--- src/rtl/evtq_pkg.sv ---
package evtq_pkg;

    // Record geometry: four 64-bit words.
    localparam int unsigned REC_BYTES = 32;
    localparam int unsigned WORD_BITS = 64;
    localparam int unsigned REC_BITS  = REC_BYTES * 8;
    localparam int unsigned REC_WORDS = REC_BITS / WORD_BITS;
    localparam int unsigned REC_SHIFT = $clog2(REC_BYTES);

    // Word positions inside a record.
    localparam int unsigned W_IDS  = 0;
    localparam int unsigned W_DIR  = 1;
    localparam int unsigned W_ADDR = 2;

    // Bit offset of the substream ID inside the ID word.
    localparam int unsigned SSID_LSB = 32;

    typedef enum logic [1:0] {
        ST_IDLE = 2'd0,
        ST_REC  = 2'd1,
        ST_MSI  = 2'd2
    } wr_state_e;

endpackage

--- src/rtl/evtq_ring_math.sv ---
module evtq_ring_math #(
    parameter int unsigned IDX_W = 8,
    parameter int unsigned L2_W  = 4
) (
    input  logic [IDX_W-1:0] prod,
    input  logic [IDX_W-1:0] cons,
    input  logic [L2_W-1:0]  log2size,
    output logic [IDX_W-1:0] mask,
    output logic [IDX_W-1:0] prod_next,
    output logic             full,
    output logic             empty
);

    logic [IDX_W-1:0] prod_m;
    logic [IDX_W-1:0] cons_m;

    always_comb begin
        for (int i = 0; i < int'(IDX_W); i++) begin
            mask[i] = (i < int'(log2size));
        end
        prod_m    = prod & mask;
        cons_m    = cons & mask;
        prod_next = (prod + IDX_W'(1)) & mask;
        full      = (prod_next == cons_m);
        empty     = (prod_m == cons_m);
    end

endmodule

--- src/rtl/evtq_record_pack.sv ---
module evtq_record_pack
    import evtq_pkg::*;
#(
    parameter int unsigned SID_W  = 16,
    parameter int unsigned SSID_W = 20,
    parameter int unsigned ADDR_W = 48
) (
    input  logic [SID_W-1:0]    sid,
    input  logic [SSID_W-1:0]   ssid,
    input  logic                is_write,
    input  logic [ADDR_W-1:0]   addr,
    output logic [REC_BITS-1:0] rec
);

    logic [WORD_BITS-1:0] words [REC_WORDS];

    always_comb begin
        for (int w = 0; w < int'(REC_WORDS); w++) begin
            words[w] = '0;
        end
        words[W_IDS][SID_W-1:0]          = sid;
        words[W_IDS][SSID_LSB +: SSID_W] = ssid;
        words[W_DIR][0]                  = ~is_write;
        words[W_ADDR][ADDR_W-1:0]        = addr;
    end

    for (genvar w = 0; w < int'(REC_WORDS); w++) begin : g_word
        assign rec[w*WORD_BITS +: WORD_BITS] = words[w];
    end

endmodule

--- src/rtl/evtq_notify_sel.sv ---
module evtq_notify_sel #(
    parameter int unsigned ADDR_W = 48
) (
    input  logic              irq_en,
    input  logic              was_empty,
    input  logic              msi_cap,
    input  logic [ADDR_W-1:0] msi_addr,
    output logic              notify,
    output logic              use_msi
);

    always_comb begin
        notify  = irq_en & was_empty;
        use_msi = msi_cap & (|msi_addr);
    end

endmodule

--- src/rtl/evtq_writer.sv ---
module evtq_writer
    import evtq_pkg::*;
#(
    parameter int unsigned MAX_LOG2 = 8,
    parameter int unsigned SID_W    = 16,
    parameter int unsigned SSID_W   = 20,
    parameter int unsigned ADDR_W   = 48,
    parameter int unsigned MSI_DW   = 32,
    parameter int unsigned L2_W     = $clog2(MAX_LOG2 + 1)
) (
    input  logic                clk,
    input  logic                rst_n,
    input  logic                evt_valid,
    output logic                evt_ready,
    input  logic [SID_W-1:0]    evt_sid,
    input  logic [SSID_W-1:0]   evt_ssid,
    input  logic                evt_is_write,
    input  logic [ADDR_W-1:0]   evt_addr,
    input  logic [ADDR_W-1:0]   cfg_base,
    input  logic [L2_W-1:0]     cfg_log2size,
    input  logic [MAX_LOG2-1:0] cons_idx,
    input  logic                cfg_irq_en,
    input  logic                cfg_msi_cap,
    input  logic [ADDR_W-1:0]   cfg_msi_addr,
    input  logic [MSI_DW-1:0]   cfg_msi_data,
    output logic                mem_wr_valid,
    input  logic                mem_wr_ready,
    output logic [ADDR_W-1:0]   mem_wr_addr,
    output logic [REC_BITS-1:0] mem_wr_data,
    output logic [MAX_LOG2-1:0] prod_idx,
    output logic                overflow,
    output logic                msi_valid,
    input  logic                msi_ready,
    output logic [ADDR_W-1:0]   msi_addr,
    output logic [MSI_DW-1:0]   msi_data,
    output logic                irq_pulse
);

    localparam int unsigned IDX_W = MAX_LOG2;
    localparam int unsigned OFF_W = IDX_W + REC_SHIFT;

    typedef struct packed {
        wr_state_e          st;
        logic [IDX_W-1:0]   prod;
        logic               ovf;
        logic [ADDR_W-1:0]  wr_addr;
        logic [REC_BITS-1:0] rec;
        logic               notify;
        logic               use_msi;
        logic [ADDR_W-1:0]  msi_addr;
        logic [MSI_DW-1:0]  msi_data;
        logic               pulse;
    } wr_regs_t;

    wr_regs_t r_d, r_q;

    logic [IDX_W-1:0]    ring_mask;
    logic [IDX_W-1:0]    ring_next;
    logic                ring_full;
    logic                ring_empty;
    logic [REC_BITS-1:0] rec_w;
    logic                notify_w;
    logic                use_msi_w;
    logic [OFF_W-1:0]    slot_off;

    evtq_ring_math #(
        .IDX_W (IDX_W),
        .L2_W  (L2_W)
    ) u_ring (
        .prod      (r_q.prod),
        .cons      (cons_idx),
        .log2size  (cfg_log2size),
        .mask      (ring_mask),
        .prod_next (ring_next),
        .full      (ring_full),
        .empty     (ring_empty)
    );

    evtq_record_pack #(
        .SID_W  (SID_W),
        .SSID_W (SSID_W),
        .ADDR_W (ADDR_W)
    ) u_pack (
        .sid      (evt_sid),
        .ssid     (evt_ssid),
        .is_write (evt_is_write),
        .addr     (evt_addr),
        .rec      (rec_w)
    );

    evtq_notify_sel #(
        .ADDR_W (ADDR_W)
    ) u_notify (
        .irq_en    (cfg_irq_en),
        .was_empty (ring_empty),
        .msi_cap   (cfg_msi_cap),
        .msi_addr  (cfg_msi_addr),
        .notify    (notify_w),
        .use_msi   (use_msi_w)
    );

    assign slot_off = {r_q.prod & ring_mask, REC_SHIFT'(0)};

    // Next-state process
    always_comb begin
        r_d       = r_q;
        r_d.pulse = 1'b0;
        unique case (r_q.st)
            ST_IDLE: begin
                if (evt_valid) begin
                    if (ring_full) begin
                        r_d.ovf = 1'b1;
                    end else begin
                        r_d.st       = ST_REC;
                        r_d.wr_addr  = cfg_base + ADDR_W'(slot_off);
                        r_d.rec      = rec_w;
                        r_d.notify   = notify_w;
                        r_d.use_msi  = use_msi_w;
                        r_d.msi_addr = cfg_msi_addr;
                        r_d.msi_data = cfg_msi_data;
                    end
                end
            end
            ST_REC: begin
                if (mem_wr_ready) begin
                    r_d.prod = ring_next;
                    if (r_q.notify && r_q.use_msi) begin
                        r_d.st = ST_MSI;
                    end else begin
                        r_d.st    = ST_IDLE;
                        r_d.pulse = r_q.notify;
                    end
                end
            end
            ST_MSI: begin
                if (msi_ready) begin
                    r_d.st = ST_IDLE;
                end
            end
            default: r_d.st = ST_IDLE;
        endcase
    end

    // Register process
    always_ff @(posedge clk) begin
        if (!rst_n) begin
            r_q <= '0;
        end else begin
            r_q <= r_d;
        end
    end

    assign evt_ready    = (r_q.st == ST_IDLE);
    assign mem_wr_valid = (r_q.st == ST_REC);
    assign mem_wr_addr  = r_q.wr_addr;
    assign mem_wr_data  = r_q.rec;
    assign prod_idx     = r_q.prod;
    assign overflow     = r_q.ovf;
    assign msi_valid    = (r_q.st == ST_MSI);
    assign msi_addr     = r_q.msi_addr;
    assign msi_data     = r_q.msi_data;
    assign irq_pulse    = r_q.pulse;


    full_drop_chk: assert property (@(posedge clk) disable iff (!rst_n)
        (evt_valid && evt_ready && ring_full) |=> (!mem_wr_valid && overflow));


    ovf_sticky_chk: assert property (@(posedge clk) disable iff (!rst_n)
        overflow |=> overflow);


    prod_hold_chk: assert property (@(posedge clk) disable iff (!rst_n)
        !(mem_wr_valid && mem_wr_ready) |=> $stable(prod_idx));


    prod_step_chk: assert property (@(posedge clk) disable iff (!rst_n)
        (mem_wr_valid && mem_wr_ready) |=>
            (prod_idx == (($past(prod_idx) + IDX_W'(1)) & $past(ring_mask))));


    busy_ready_chk: assert property (@(posedge clk) disable iff (!rst_n)
        (mem_wr_valid || msi_valid) |-> !evt_ready);


    pulse_width_chk: assert property (@(posedge clk) disable iff (!rst_n)
        irq_pulse |=> !irq_pulse);


    rec_hold_chk: assert property (@(posedge clk) disable iff (!rst_n)
        (mem_wr_valid && !mem_wr_ready) |=> (mem_wr_valid && $stable(mem_wr_addr)));


    msi_hold_chk: assert property (@(posedge clk) disable iff (!rst_n)
        (msi_valid && !msi_ready) |=> (msi_valid && $stable(msi_addr)));

endmodule

--- config.mk ---
export PLATFORM = sky130hd
export DESIGN_NAME = evtq_writer
export DESIGN_NICKNAME = d
export VERILOG_FILES = /design/src/rtl/evtq_pkg.sv /design/src/rtl/evtq_ring_math.sv /design/src/rtl/evtq_record_pack.sv /design/src/rtl/evtq_notify_sel.sv /design/src/rtl/evtq_writer.sv
export SDC_FILE = /design/constraint.sdc
export NUM_CORES = 1
export LEC_CHECK = 0
export ABC_AREA = 1
export CAP_MARGIN = 30
export CORE_AREA = 5 5 239 241
export CTS_BUF_LIST = sky130_fd_sc_hd__clkbuf_16
export CTS_CLUSTER_DIAMETER = 40
export DETAILED_ROUTE_END_ITERATION = 6
export DIE_AREA = 0 0 244 246
export MAX_ROUTING_LAYER = met4
export PLACE_DENSITY_LB_ADDON = 0.12
export SYNTH_ARGS = -nofsm -noshare
export SYNTH_HDL_FRONTEND = slang
export SYNTH_SLANG_ARGS = --single-unit
--- constraint.sdc ---
create_clock -name clk -period 3.6 [get_ports clk]
set_clock_uncertainty 0.15 [all_clocks]
set_input_delay 0.72 -clock clk [delete_from_list [all_inputs] [get_ports clk]]
set_output_delay 0.72 -clock clk [all_outputs]
set_load 0.1 [all_outputs]
======== Yosys cells after proc, flatten, opt, wreduce, memory -nomap -nowiden ========
Index checks and enable logic that the tools add are counted.
operators by class
  reduce and logical (&&, ||, !) cells .... 8
  magnitude comparators ................... 8
  add/subtract/negate cells ............... 2
  multiplexer cells ....................... 6
  bitwise logic cells ..................... 10
  eq/ne operators ......................... 8
operators by type and width
  cell                                                       number
  adder 48 x 13 -> 48 bit                                    1
  OR reduction 48 bit                                        1
  AND 8 bit                                                  3
  == test 8 bit                                              2
  less-than comparator 3 x 4 -> 1 bit, first input constant  4
  2-to-1 mux 10 bit                                          1
  adder 8 x 1 -> 8 bit, second input constant                1
  less-than comparator 1 x 4 -> 1 bit, first input constant  2
  less-than comparator 2 x 4 -> 1 bit, first input constant  2
  2-to-1 mux 2 bit                                           4
  one-hot mux 2 bit (3 select lines)                         1
  AND reduction 3 bit                                        2
  inverter 1 bit                                             5
  inequality test 2 x 1 -> 1 bit, second input constant      2
  inequality test 2 bit, second input constant               2
  AND reduction 4 bit                                        1
  OR reduction 4 bit                                         1
  AND 1 bit                                                  2
  == test 2 x 1 -> 1 bit, second input constant              1
  == test 2 bit, second input constant                       1
  logical NOT 2 bit                                          1
  AND reduction 2 bit                                        1
  logical AND 1 bit                                          1
word-level totals
  register bits ........................... 227
  output and inout port bits .............. 397

======== Depth between registers and ports, before layout ========
Gate-level depths: netlist (run 1).
  depth after elaboration ................. 6
  gate-level depth with buffers ........... 17
  depth with buffers taken out ............ 17

======== Hierarchy ========
Synthesis (run 1) repeated with hierarchy kept, for this count alone.
unflattened totals
  cell total of the unflattened synthesis .. 3000
  area, all modules ....................... 21126.5 um^2
by module, submodules not included
  module            seq. area each (um^2)  cells each  area each (um^2)  times used
  evtq_writer       7967.6                 2577        18436.4           1
  evtq_record_pack  0.0                    257         1921.8            1
  evtq_ring_math    0.0                    120         589.3             1
  evtq_notify_sel   0.0                    46          178.9             1

======== Worst setup path before layout (run 1) ========
Ideal clock, no wire load.
  path type ............................... input to register
  start point ............................. input port cfg_log2size[0]
  end point ............................... register r_q (netlist bit mem_wr_addr[37])
  arrival time ............................ 2.566 ns
  buffers on the path ..................... 0
  stages on the path ...................... 15
  slack ................................... 0.820 ns
  path through ............................ nor2_1 a21oi_1 ha_1 inv_1 fa_1 inv_1 nand3_1 nand2_1 nand3_1 nand2_1 nand2_1 nor3_1 xor2_1 nor2_1 nor2_1
on the way
  longest elaborated chain between the ends .. 5
  elaborated cells between the ends (all ways) .. 15
RTL lines
  item                                                             RTL line            text
  from (decl)                                                      evtq_writer.sv:20   input logic [L2_W-1:0] cfg_log2size,
  branches (longest 5 deep; another with adder 48 x 13 -> 48 bit)  n/a
  to (signal assigned)                                             evtq_writer.sv:149  r_q <= r_d;
  to (decl)                                                        evtq_writer.sv:55   wr_regs_t r_d, r_q;
Parallel ways; which one is timed is not known.
A chain may end at the register's enable or synchronous reset.

======== Final worst setup path (run 1) ========
  start point ............................. input port cfg_log2size[3]
  end point ............................... register r_q (netlist bit mem_wr_addr[41])
Same word-level chain as after synthesis.

==> results of run 1 <==
-- cell type report --
type	count	area (um^2)
flip-flops and latches	227	4540
clock inverters	48	589
fillers	5843	35300
well taps	704	881
diodes	4	10.0
inverters	308	1160
clock buffers	57	1430
repair buffers	510	4730
multi-input cells	1450	6020
-- Yosys cell counts, types with 15 or more instances --
master	n	area, um^2
sky130_fd_sc_hd__nand2_1	586	2200
sky130_fd_sc_hd__nor2_1	495	1860
sky130_fd_sc_hd__buf_4	400	3000
sky130_fd_sc_hd__inv_1	308	1160
sky130_fd_sc_hd__dfxtp_1	227	4540
sky130_fd_sc_hd__nand4_1	38	238
sky130_fd_sc_hd__nand3_1	36	180
sky130_fd_sc_hd__clkbuf_1	27	101
sky130_fd_sc_hd__buf_2	26	130
sky130_fd_sc_hd__a21oi_1	21	105
sky130_fd_sc_hd__xnor2_1	21	184
sky130_fd_sc_hd__nor3_1	16	80.1
sky130_fd_sc_hd__xor2_1	16	140
sky130_fd_sc_hd__o21ai_0	15	75.1
-- logic make-up (layout without fill, tap and decap cells) --
kind of cell | Yosys count | after routing | share of synthesized area, %
other | 1 | 175 | 0.0259
and+or+nand+nor | 1187 | 1187 | 32.3
adders and majority gates | 10 | 10 | 0.917
AOI/OAI and AO/OA | 45 | 45 | 1.63
DFF | 227 | 227 | 31.4
xor gates and xnor gates | 37 | 37 | 2.24
buffers and inverters | 778 | 923 | 31.4
-- through the flow --
stage	utilization [%]	cell area, um^2
final	35.4	19400
after global routing	35.4	19400
after CTS	35.4	19300
after detailed placement	31.7	17300
after global placement	31.7	17300
after floorplan	-	15100
-- registers in the layout, indices dropped and copies added (netlist names) --
name,cells
irq_pulse,1
mem_wr_data,85
mem_wr_addr,48
r_q,4
overflow,1
msi_data,32
prod_idx,8
msi_addr,48
-- worst max-delay path: cells and delay by family --
family | cells | cell delay (ns)
simple gates | 11 | 0.98
buf+inv | 4 | 0.89
compound gates | 1 | 0.23
fa+ha+maj | 2 | 0.62
-- routing by layer --
metal  vias to the layer above  track usage, %
li1                       6745               -
met1                      5586            17.2
met2                       401            27.7
met3                        83            4.25
met4                         0            5.24
met5                         -               -
-- report_power, final --
group | internal (uW) | switching [uW] | leakage [uW]
sequential | 2750 | 127 | 0.00188
combinational | 856 | 3220 | 0.00701
clock | 3720 | 1650 | 0.000998
-- path summary, 6_finish.rpt --
path,cells after the start,slack (ns),to,startpoint
worst min-delay path,1,0.33,irq_pulse,r_q[81]
worst min register to register,1,0.33,irq_pulse,r_q[81]
worst max-delay path,18,0.53,mem_wr_addr[41],cfg_log2size[3]
worst max register to register,17,0.67,mem_wr_addr[41],prod_idx[0]
==> results.json, run 1 <==
{
  "timing_max_transition_violations_final": 0,
  "globalplace.congestion": 0.911,
  "design.die.area_mm2": 0.0600,
  "chip_height_um": 246,
  "cpPeakStageDelay_ns": 0.56,
  "drt-met1-wl_um": 19700,
  "cts.reportedPaths.clkPinSlew_ns": 0.05,
  "required_ns": 3.98,
  "timing.critical_path.arrival_ns": 3.44,
  "cts_inserted_buffers": 57,
  "route.detailed.vias_per_inst": 3.87,
  "grt_first_pass_wirelength_um": 72200,
  "detail_route.wl_per_cell_um": 14.8,
  "initial_utilization_pct": 26.5,
  "timing.final.crit_share_pct": 85.1,
  "asyncSetResetFlopFracSynth_pct": 0,
  "critical_path_peak_fanout": 5,
  "synth-edff-count": 0,
  "crit_top_cell": "sky130_fd_sc_hd__nand2_1",
  "holdWs_ns": 0.331,
  "routed_wl_um": 49100,
  "placeableCoreArea_mm2": 0.0547,
  "leakage_uw": 0.00989,
  "cts.repair.resized": 0,
  "drtIter0Drc": 575,
  "finish.net_count": 2796,
  "first_global_vias": 12300,
  "dominantRegCellSynth": "sky130_fd_sc_hd__dfxtp_1",
  "worstPathCellList": "clkdlybuf4s50_1 -> nor2_4 -> a21oi_1 -> ha_1 -> inv_1 -> fa_1 -> inv_1 -> nand3_1 -> nand2_1 -> nand4_1 -> nand2_1 -> buf_4 -> nand3_1 -> nand2_1 -> nand2_1 -> nand4_1 -> nand2_1 -> nor2_1",
  "cts.path.max_buffers": 3,
  "max_clock_freq_mhz": 326,
  "worstSkewPairLatency_ns": 0.58,
  "detail_route.drc_violations": 0,
  "timing_hold_violations_final": 0,
  "maximum_vdd_ir_drop_mv": 0.433,
  "h-tree-depth": 2,
  "unrepaired_setup_endpoints_after_global_routing": "false",
  "tightestPinTransition_ns": 1.02,
  "route.antenna.remaining_nets": 0,
  "design_power_total_uw": 12300,
  "post_synth_instance_area_mm2": 0.0145,
  "port_buffers": 457,
  "floorplan.rows": 86,
  "final_critical_path_setup_slack_ns": 0.535,
  "layout.cells.most_common_list": "sky130_fd_sc_hd__nand2_1, sky130_fd_sc_hd__nor2_1, sky130_fd_sc_hd__inv_1",
  "firstDrtPassIters": 5,
  "most_common_cell_after_layout_fill_and_taps_aside": "sky130_fd_sc_hd__nand2_1",
  "grt_antenna_before_repair": 3,
  "instances_no_fill": 3308,
  "netlist-cell-type-count": 33,
  "timing.hold.worst.class": "reg2reg",
  "final.setup.tns_ns": 0,
  "setup_viol": 0,
  "grt_start_max_net_pins": 122,
  "grt.total_usage_pct": 15.7,
  "place_hpwl_um": 38300,
  "syn-mean-instance-area_um2": 6.33,
  "place_worst_setup_slack_ns": -0.0440,
  "critPathKind": "in2reg",
  "drive_gt1_share_pct": 11.7,
  "clock_tree_from_tritoncts": "yes",
  "max-slew-margin-rel_pct": 31.9,
  "placed_cells": 3199,
  "met3RoutedLength_um": 3160,
  "routed_length_on_met2_um": 24900,
  "cts_setup_buffers": 0,
  "clock-root-buffer": "sky130_fd_sc_hd__clkbuf_16",
  "synthesis.instances": 2285,
  "area_delta_synth_final_pct": 33.9,
  "fin_crit_ns": 3.07,
  "critical-path-slowest-cell": "sky130_fd_sc_hd__clkdlybuf4s50_1",
  "timing.critical_path.to_type": "flop",
  "power.density_mw_per_mm2": 636,
  "setup.worst_path.start_class": "input pin",
  "sequential_cell_area_fraction_in_the_yosys_report_pct": 31.4,
  "top_level_ports": 629,
  "outcome": "finished clean",
  "synth-seq-cells": 227,
  "via_count": 12800,
  "cts.hold.buffers_added": 0,
  "global_route.overflow_total": 0,
  "cts.sinks": 227,
  "route.top_layer_used": "met4",
  "cap_violations": 0,
  "synth.yosys.warnings": 0,
  "floorplan.die.width_um": 244
}
Power figures use the tool's default switching activity.
==> run 2, diff against run 1 <==
--- a/config.mk
+++ b/config.mk
@@ -10,10 +10,12 @@
 export CORE_AREA = 5 5 239 241
 export CTS_BUF_LIST = sky130_fd_sc_hd__clkbuf_16
 export CTS_CLUSTER_DIAMETER = 40
+export CTS_CLUSTER_SIZE = 16
 export DETAILED_ROUTE_END_ITERATION = 6
 export DIE_AREA = 0 0 244 246
 export MAX_ROUTING_LAYER = met4
 export PLACE_DENSITY_LB_ADDON = 0.12
+export REMOVE_ABC_BUFFERS = 1
 export SYNTH_ARGS = -nofsm -noshare
 export SYNTH_HDL_FRONTEND = slang
 export SYNTH_SLANG_ARGS = --single-unit
==> run 2 against run 1 <==
  * Final cell count decreased by 0.30%
  * Largest cell class unchanged
  * Hold slack improved by 0.0048 ns
  * Non-clock buffer count decreased by 7
  * Cell area decreased by 1.7%
  * Routed wire length decreased by 2.0%
  * Clock-buffer cell count increased by 1
  * Via count decreased by 0.36%
  * Global-route usage decreased by 0.26 points
  * Clock power decreased by 13%
  * Sequential power about the same
==> results.json, run 2 (same netlist as run 1, synthesis figures left out) <==
{
  "first_global_vias": 12300,
  "chip_height_um": 246,
  "layout.cells.most_common_list": "sky130_fd_sc_hd__nand2_1, sky130_fd_sc_hd__nor2_1, sky130_fd_sc_hd__inv_1",
  "cts_setup_buffers": 0,
  "place_hpwl_um": 37900,
  "grt.total_usage_pct": 15.4,
  "firstDrtPassIters": 5,
  "h-tree-depth": 2,
  "routed_wl_um": 48100,
  "power.density_mw_per_mm2": 610,
  "cts.repair.resized": 0,
  "critPathKind": "in2reg",
  "final.setup.tns_ns": 0,
  "route.detailed.vias_per_inst": 3.87,
  "finish.net_count": 2788,
  "grt_start_max_net_pins": 64,
  "global_route.overflow_total": 0,
  "cts.hold.buffers_added": 0,
  "instances_no_fill": 3298,
  "placeableCoreArea_mm2": 0.0547,
  "top_level_ports": 629,
  "cap_violations": 0,
  "initial_utilization_pct": 26.5,
  "cts_inserted_buffers": 56,
  "holdWs_ns": 0.336,
  "clock-root-buffer": "sky130_fd_sc_hd__clkbuf_16",
  "most_common_cell_after_layout_fill_and_taps_aside": "sky130_fd_sc_hd__nand2_1",
  "port_buffers": 457,
  "tightestPinTransition_ns": 1.01,
  "detail_route.wl_per_cell_um": 14.6,
  "drive_gt1_share_pct": 11.2,
  "largest_register_ffs": 85,
  "cts.reportedPaths.clkPinSlew_ns": 0.04,
  "cts.sinks": 227,
  "outcome": "finished clean",
  "detail_route.drc_violations": 0,
  "design_power_total_uw": 11600,
  "timing.critical_path.to_type": "flop",
  "timing.critical_path.arrival_ns": 3.36,
  "floorplan.die.width_um": 244,
  "max_clock_freq_mhz": 332,
  "timing.hold.worst.class": "reg2reg",
  "area_delta_synth_final_pct": 31.6,
  "worstSkewPairLatency_ns": 0.56,
  "setup.worst_path.start_class": "input pin",
  "unrepaired_setup_endpoints_after_global_routing": "false",
  "floorplan.rows": 86,
  "timing_hold_violations_final": 0,
  "leakage_uw": 0.00974,
  "timing.final.crit_share_pct": 83.8,
  "drtIter0Drc": 539,
  "via_count": 12800,
  "grt_first_pass_wirelength_um": 71300,
  "clock_tree_from_tritoncts": "yes",
  "max-slew-margin-rel_pct": 32.4,
  "setup_viol": 0,
  "timing_max_transition_violations_final": 0,
  "critical_path_peak_fanout": 6,
  "design.die.area_mm2": 0.0600,
  "placed_cells": 3192,
  "fin_crit_ns": 3.02,
  "cts.path.max_buffers": 3,
  "globalplace.congestion": 0.857,
  "fillCellCount": 5920,
  "grt_antenna_before_repair": 1,
  "required_ns": 3.95,
  "route.antenna.remaining_nets": 0,
  "maximum_vdd_ir_drop_mv": 0.403
}
-- run 2: changes by cell type in the layout (fill, tap and decap cells not counted), moves of 2 or more --
cell	delta
sky130_fd_sc_hd__diode_2	-2
sky130_fd_sc_hd__inv_1	+2
sky130_fd_sc_hd__clkdlybuf4s50_1	-2
sky130_fd_sc_hd__buf_12	-2
sky130_fd_sc_hd__clkinv_1	+7
sky130_fd_sc_hd__buf_4	-3
sky130_fd_sc_hd__bufinv_16	-8
-- run 2: power by group --
| part | internal, uW | switching, uW | leakage (uW) |
|---|---|---|---|
| registers | 2750 | 131 | 0.00188 |
| logic | 843 | 3200 | 0.00697 |
| clock network | 3140 | 1530 | 0.000894 |
| total | 6740 | 4870 | 0.00974 |
-- run 2: area by class of cell --
class | count | area (um^2) | area share, %
Sequential cell | 227 | 4540 | 23.9
Inverter | 308 | 1160 | 6.07
Tap cell | 704 | 881 | 4.63
Clock buffer | 58 | 1450 | 7.63
Clock inverter | 46 | 324 | 1.70
Multi-Input combinational cell | 1450 | 6020 | 31.6
Timing Repair Buffer | 503 | 4650 | 24.4
Antenna cell | 2 | 5.00 | 0.0263
-- run 2: worst paths after layout --
path              slack [ns]         endpoint            start  cells after the start
setup / recovery        0.58  mem_wr_addr[30]  cfg_log2size[3]                     16
setup reg to reg        0.84  mem_wr_data[50]      prod_idx[1]                     14
hold / removal          0.34        irq_pulse          r_q[81]                      1
hold reg to reg         0.34        irq_pulse          r_q[81]                      1
-- run 2: worst max-delay path, cell delays in order --
cell	delay (ns)
sky130_fd_sc_hd__clkdlybuf4s50_1	0.46
sky130_fd_sc_hd__buf_4	0.18
sky130_fd_sc_hd__a21oi_1	0.25
sky130_fd_sc_hd__nor2_1	0.12
sky130_fd_sc_hd__ha_1	0.37
sky130_fd_sc_hd__nand2_1	0.12
sky130_fd_sc_hd__nor2_1	0.14
sky130_fd_sc_hd__nand2_1	0.09
sky130_fd_sc_hd__inv_1	0.06
sky130_fd_sc_hd__nand2_1	0.04
sky130_fd_sc_hd__nand2_1	0.23
sky130_fd_sc_hd__nand2_1	0.12
sky130_fd_sc_hd__nor2_1	0.13
sky130_fd_sc_hd__xor2_1	0.16
sky130_fd_sc_hd__nor2_1	0.06
sky130_fd_sc_hd__nor2_1	0.10
-- run 2: layer usage --
metal,global-route usage [%],vias up,share of wire [%]
li1,-,6727,-
met1,17.7,5572,41
met2,26.8,395,50
met3,4.06,75,6.4
met4,4.35,0,2.4
met5,-,-,0
-- run 2: metrics by stage --
stage	setup WS (ns)	utilization, %	cell area [um^2]
floorplan	-4.65	-	11700
finish	0.584	34.8	19000
detailed placement	-0.00852	31.6	17300
global placement	-0.0229	31.6	17300
CTS	0.602	34.8	19000
global route	0.309	34.8	19000
==> run 3, diff against run 2 <==
==> constraint.sdc (replaced) <==
create_clock -name clk -period 2.8 [get_ports clk]
set_clock_uncertainty 0.15 [all_clocks]
set_input_delay 0.56 -clock clk [delete_from_list [all_inputs] [get_ports clk]]
set_output_delay 0.56 -clock clk [all_outputs]
set_load 0.1 [all_outputs]
==> run 3 against run 2 <==
  * Register-to-register slack got worse by 0.59 ns
  * Cell area rose by 3.7%
  * Clock-buffer cell count fell by 1
  * Hold slack got worse by 0.098 ns
  * First-iteration DRC count fell by 16%
  * Power rose by 37%
  * Global-route usage rose by 0.17 points
  * Sequential power rose by 28%
  * Sequential cell count did not move
  * Clock power rose by 47%
  * Critical path type unchanged
  * Critical endpoint unchanged
  * Largest cell class unchanged
  * Highest routed layer unchanged
==> results.json, run 3 (same netlist as run 1, synthesis figures left out) <==
{
  "routed_wl_um": 48200,
  "grt_start_max_net_pins": 51,
  "largest_register_ffs": 85,
  "timing_max_transition_violations_final": 0,
  "final.setup.tns_ns": 0,
  "reg2reg_slack_ns": 0.25,
  "timing.critical_path.to_type": "flop",
  "initial_utilization_pct": 26.5,
  "outcome": "finished clean",
  "route.detailed.vias_per_inst": 3.86,
  "critical_path_peak_fanout": 6,
  "top_level_ports": 629,
  "r2r-end": "mem_wr_data[147]",
  "max_clock_freq_mhz": 381,
  "setup_viol": 0,
  "fin_crit_ns": 2.63,
  "cap_violations": 0,
  "h-tree-depth": 2,
  "layout.cells.most_common_list": "sky130_fd_sc_hd__nand2_1, sky130_fd_sc_hd__nor2_1, sky130_fd_sc_hd__buf_4",
  "via_count": 13000,
  "timing.hold.worst.class": "in2reg",
  "worst_r2r_path_depth": 15,
  "clock_tree_from_tritoncts": "yes",
  "cts.reportedPaths.clkPinSlew_ns": 0.04,
  "floorplan.rows": 86,
  "drive_gt1_share_pct": 17.1,
  "global_route.overflow_total": 0,
  "timing_hold_violations_final": 0,
  "chip_height_um": 246,
  "maximum_vdd_ir_drop_mv": 0.462,
  "grt.total_usage_pct": 15.6,
  "rr_startpoint": "prod_idx[0]",
  "area_delta_synth_final_pct": 36.5,
  "design.die.area_mm2": 0.0600,
  "cts.path.max_buffers": 3,
  "critical_path.startpoint": "cfg_log2size[1]",
  "timing.critical_path.arrival_ns": 2.94,
  "route.antenna.remaining_nets": 0,
  "globalplace.congestion": 0.835,
  "required_ns": 3.12,
  "first_global_vias": 12800,
  "grt_first_pass_wirelength_um": 72700,
  "port_buffers": 457,
  "timing.final.crit_share_pct": 93.8,
  "leakage_uw": 0.0103,
  "crit_path_end": "mem_wr_addr[30]",
  "detail_route.wl_per_cell_um": 14.4,
  "cts_inserted_buffers": 55,
  "placeableCoreArea_mm2": 0.0547,
  "floorplan.die.width_um": 244,
  "cts.sinks": 227,
  "worstSkewPairLatency_ns": 0.57,
  "critPathKind": "in2reg",
  "most_common_cell_after_layout_fill_and_taps_aside": "sky130_fd_sc_hd__nand2_1",
  "power.density_mw_per_mm2": 805,
  "firstDrtPassIters": 5,
  "setup.worst_path.start_class": "input pin",
  "grt_antenna_before_repair": 1,
  "holdWs_ns": 0.238,
  "detail_route.drc_violations": 0,
  "place_hpwl_um": 38100,
  "clock-root-buffer": "sky130_fd_sc_hd__clkbuf_16",
  "finish.net_count": 2851,
  "drtIter0Drc": 452
}
[run 3: worst min path at each step]
stage	start	slack, ns	cells after the start	to
CTS	rst_n	0.21	3	mem_wr_addr[44]
floorplan	r_q[81]	0.27	1	irq_pulse
detailed placement	r_q[82]	0.31	2	irq_pulse
global route	rst_n	0.23	3	mem_wr_addr[44]
finish	rst_n	0.24	3	mem_wr_addr[46]
global placement	overflow	0.31	2	overflow
[run 3: area by class of cell]
type                    instances  area, um^2
fillers                      5863       34900
well taps                     704         881
inverters                     308        1160
diodes                          1        2.50
clock inverters                47         578
multi-input cells            1450        6100
repair buffers                567        5050
clock buffers                  57        1430
flip-flops and latches        227        4540
[run 3: metrics by stage]
step           std cells  setup WS (ns)  instance area (um^2)  total power (uW)  utilization (%)
6_report            3361          0.174                 19700             15900             36.1
5_1_grt             3361        -0.0263                 19700             16600             36.1
4_1_cts             3357        0.00247                 19600             16100             35.9
3_5_place_dp        3253         -0.718                 17600              9060             32.2
3_3_place_gp        3253         -0.684                 17600              9040             32.2
2_1_floorplan       1985          -5.45                 11700              7830                -
[run 3: where the power goes]
part           switching (uW)  total [uW]  internal, uW
Combinational            4140        5280          1140
Clock                    2110        6890          4790
Sequential                168        3710          3540
[run 3: worst max-delay path: stages]
cell                              delay [ns]
sky130_fd_sc_hd__clkdlybuf4s50_1        0.43
sky130_fd_sc_hd__buf_4                  0.16
sky130_fd_sc_hd__nand2_1                0.11
sky130_fd_sc_hd__nand2_1                0.09
sky130_fd_sc_hd__nand2_1                0.09
sky130_fd_sc_hd__inv_1                  0.05
sky130_fd_sc_hd__ha_1                   0.28
sky130_fd_sc_hd__or2_2                  0.31
sky130_fd_sc_hd__nand3b_1               0.10
sky130_fd_sc_hd__nand2_1                0.11
sky130_fd_sc_hd__nand2_1                0.10
sky130_fd_sc_hd__nand2_2                0.12
sky130_fd_sc_hd__nand2_1                0.10
sky130_fd_sc_hd__nor2_1                 0.05
sky130_fd_sc_hd__xor2_1                 0.14
sky130_fd_sc_hd__nor2_1                 0.10
sky130_fd_sc_hd__nor2_1                 0.05
[run 3: repair_timing]
action | 4_1_cts | 5_1_grt
pin swaps | 0 | 5
setup endpoints to repair | 8 | 95
setup buffers | 0 | 3
hold buffers | 0 | 0
gates resized for setup | 1 | 23
[run 3: per-layer routing]
metal | GRT usage, % | part of all wire, % | vias up
met5 | - | 0 | -
met4 | 4.07 | 1.8 | 0
met3 | 4.11 | 6.9 | 62
met2 | 27.6 | 51 | 369
met1 | 17.6 | 40 | 5684
li1 | - | - | 6852
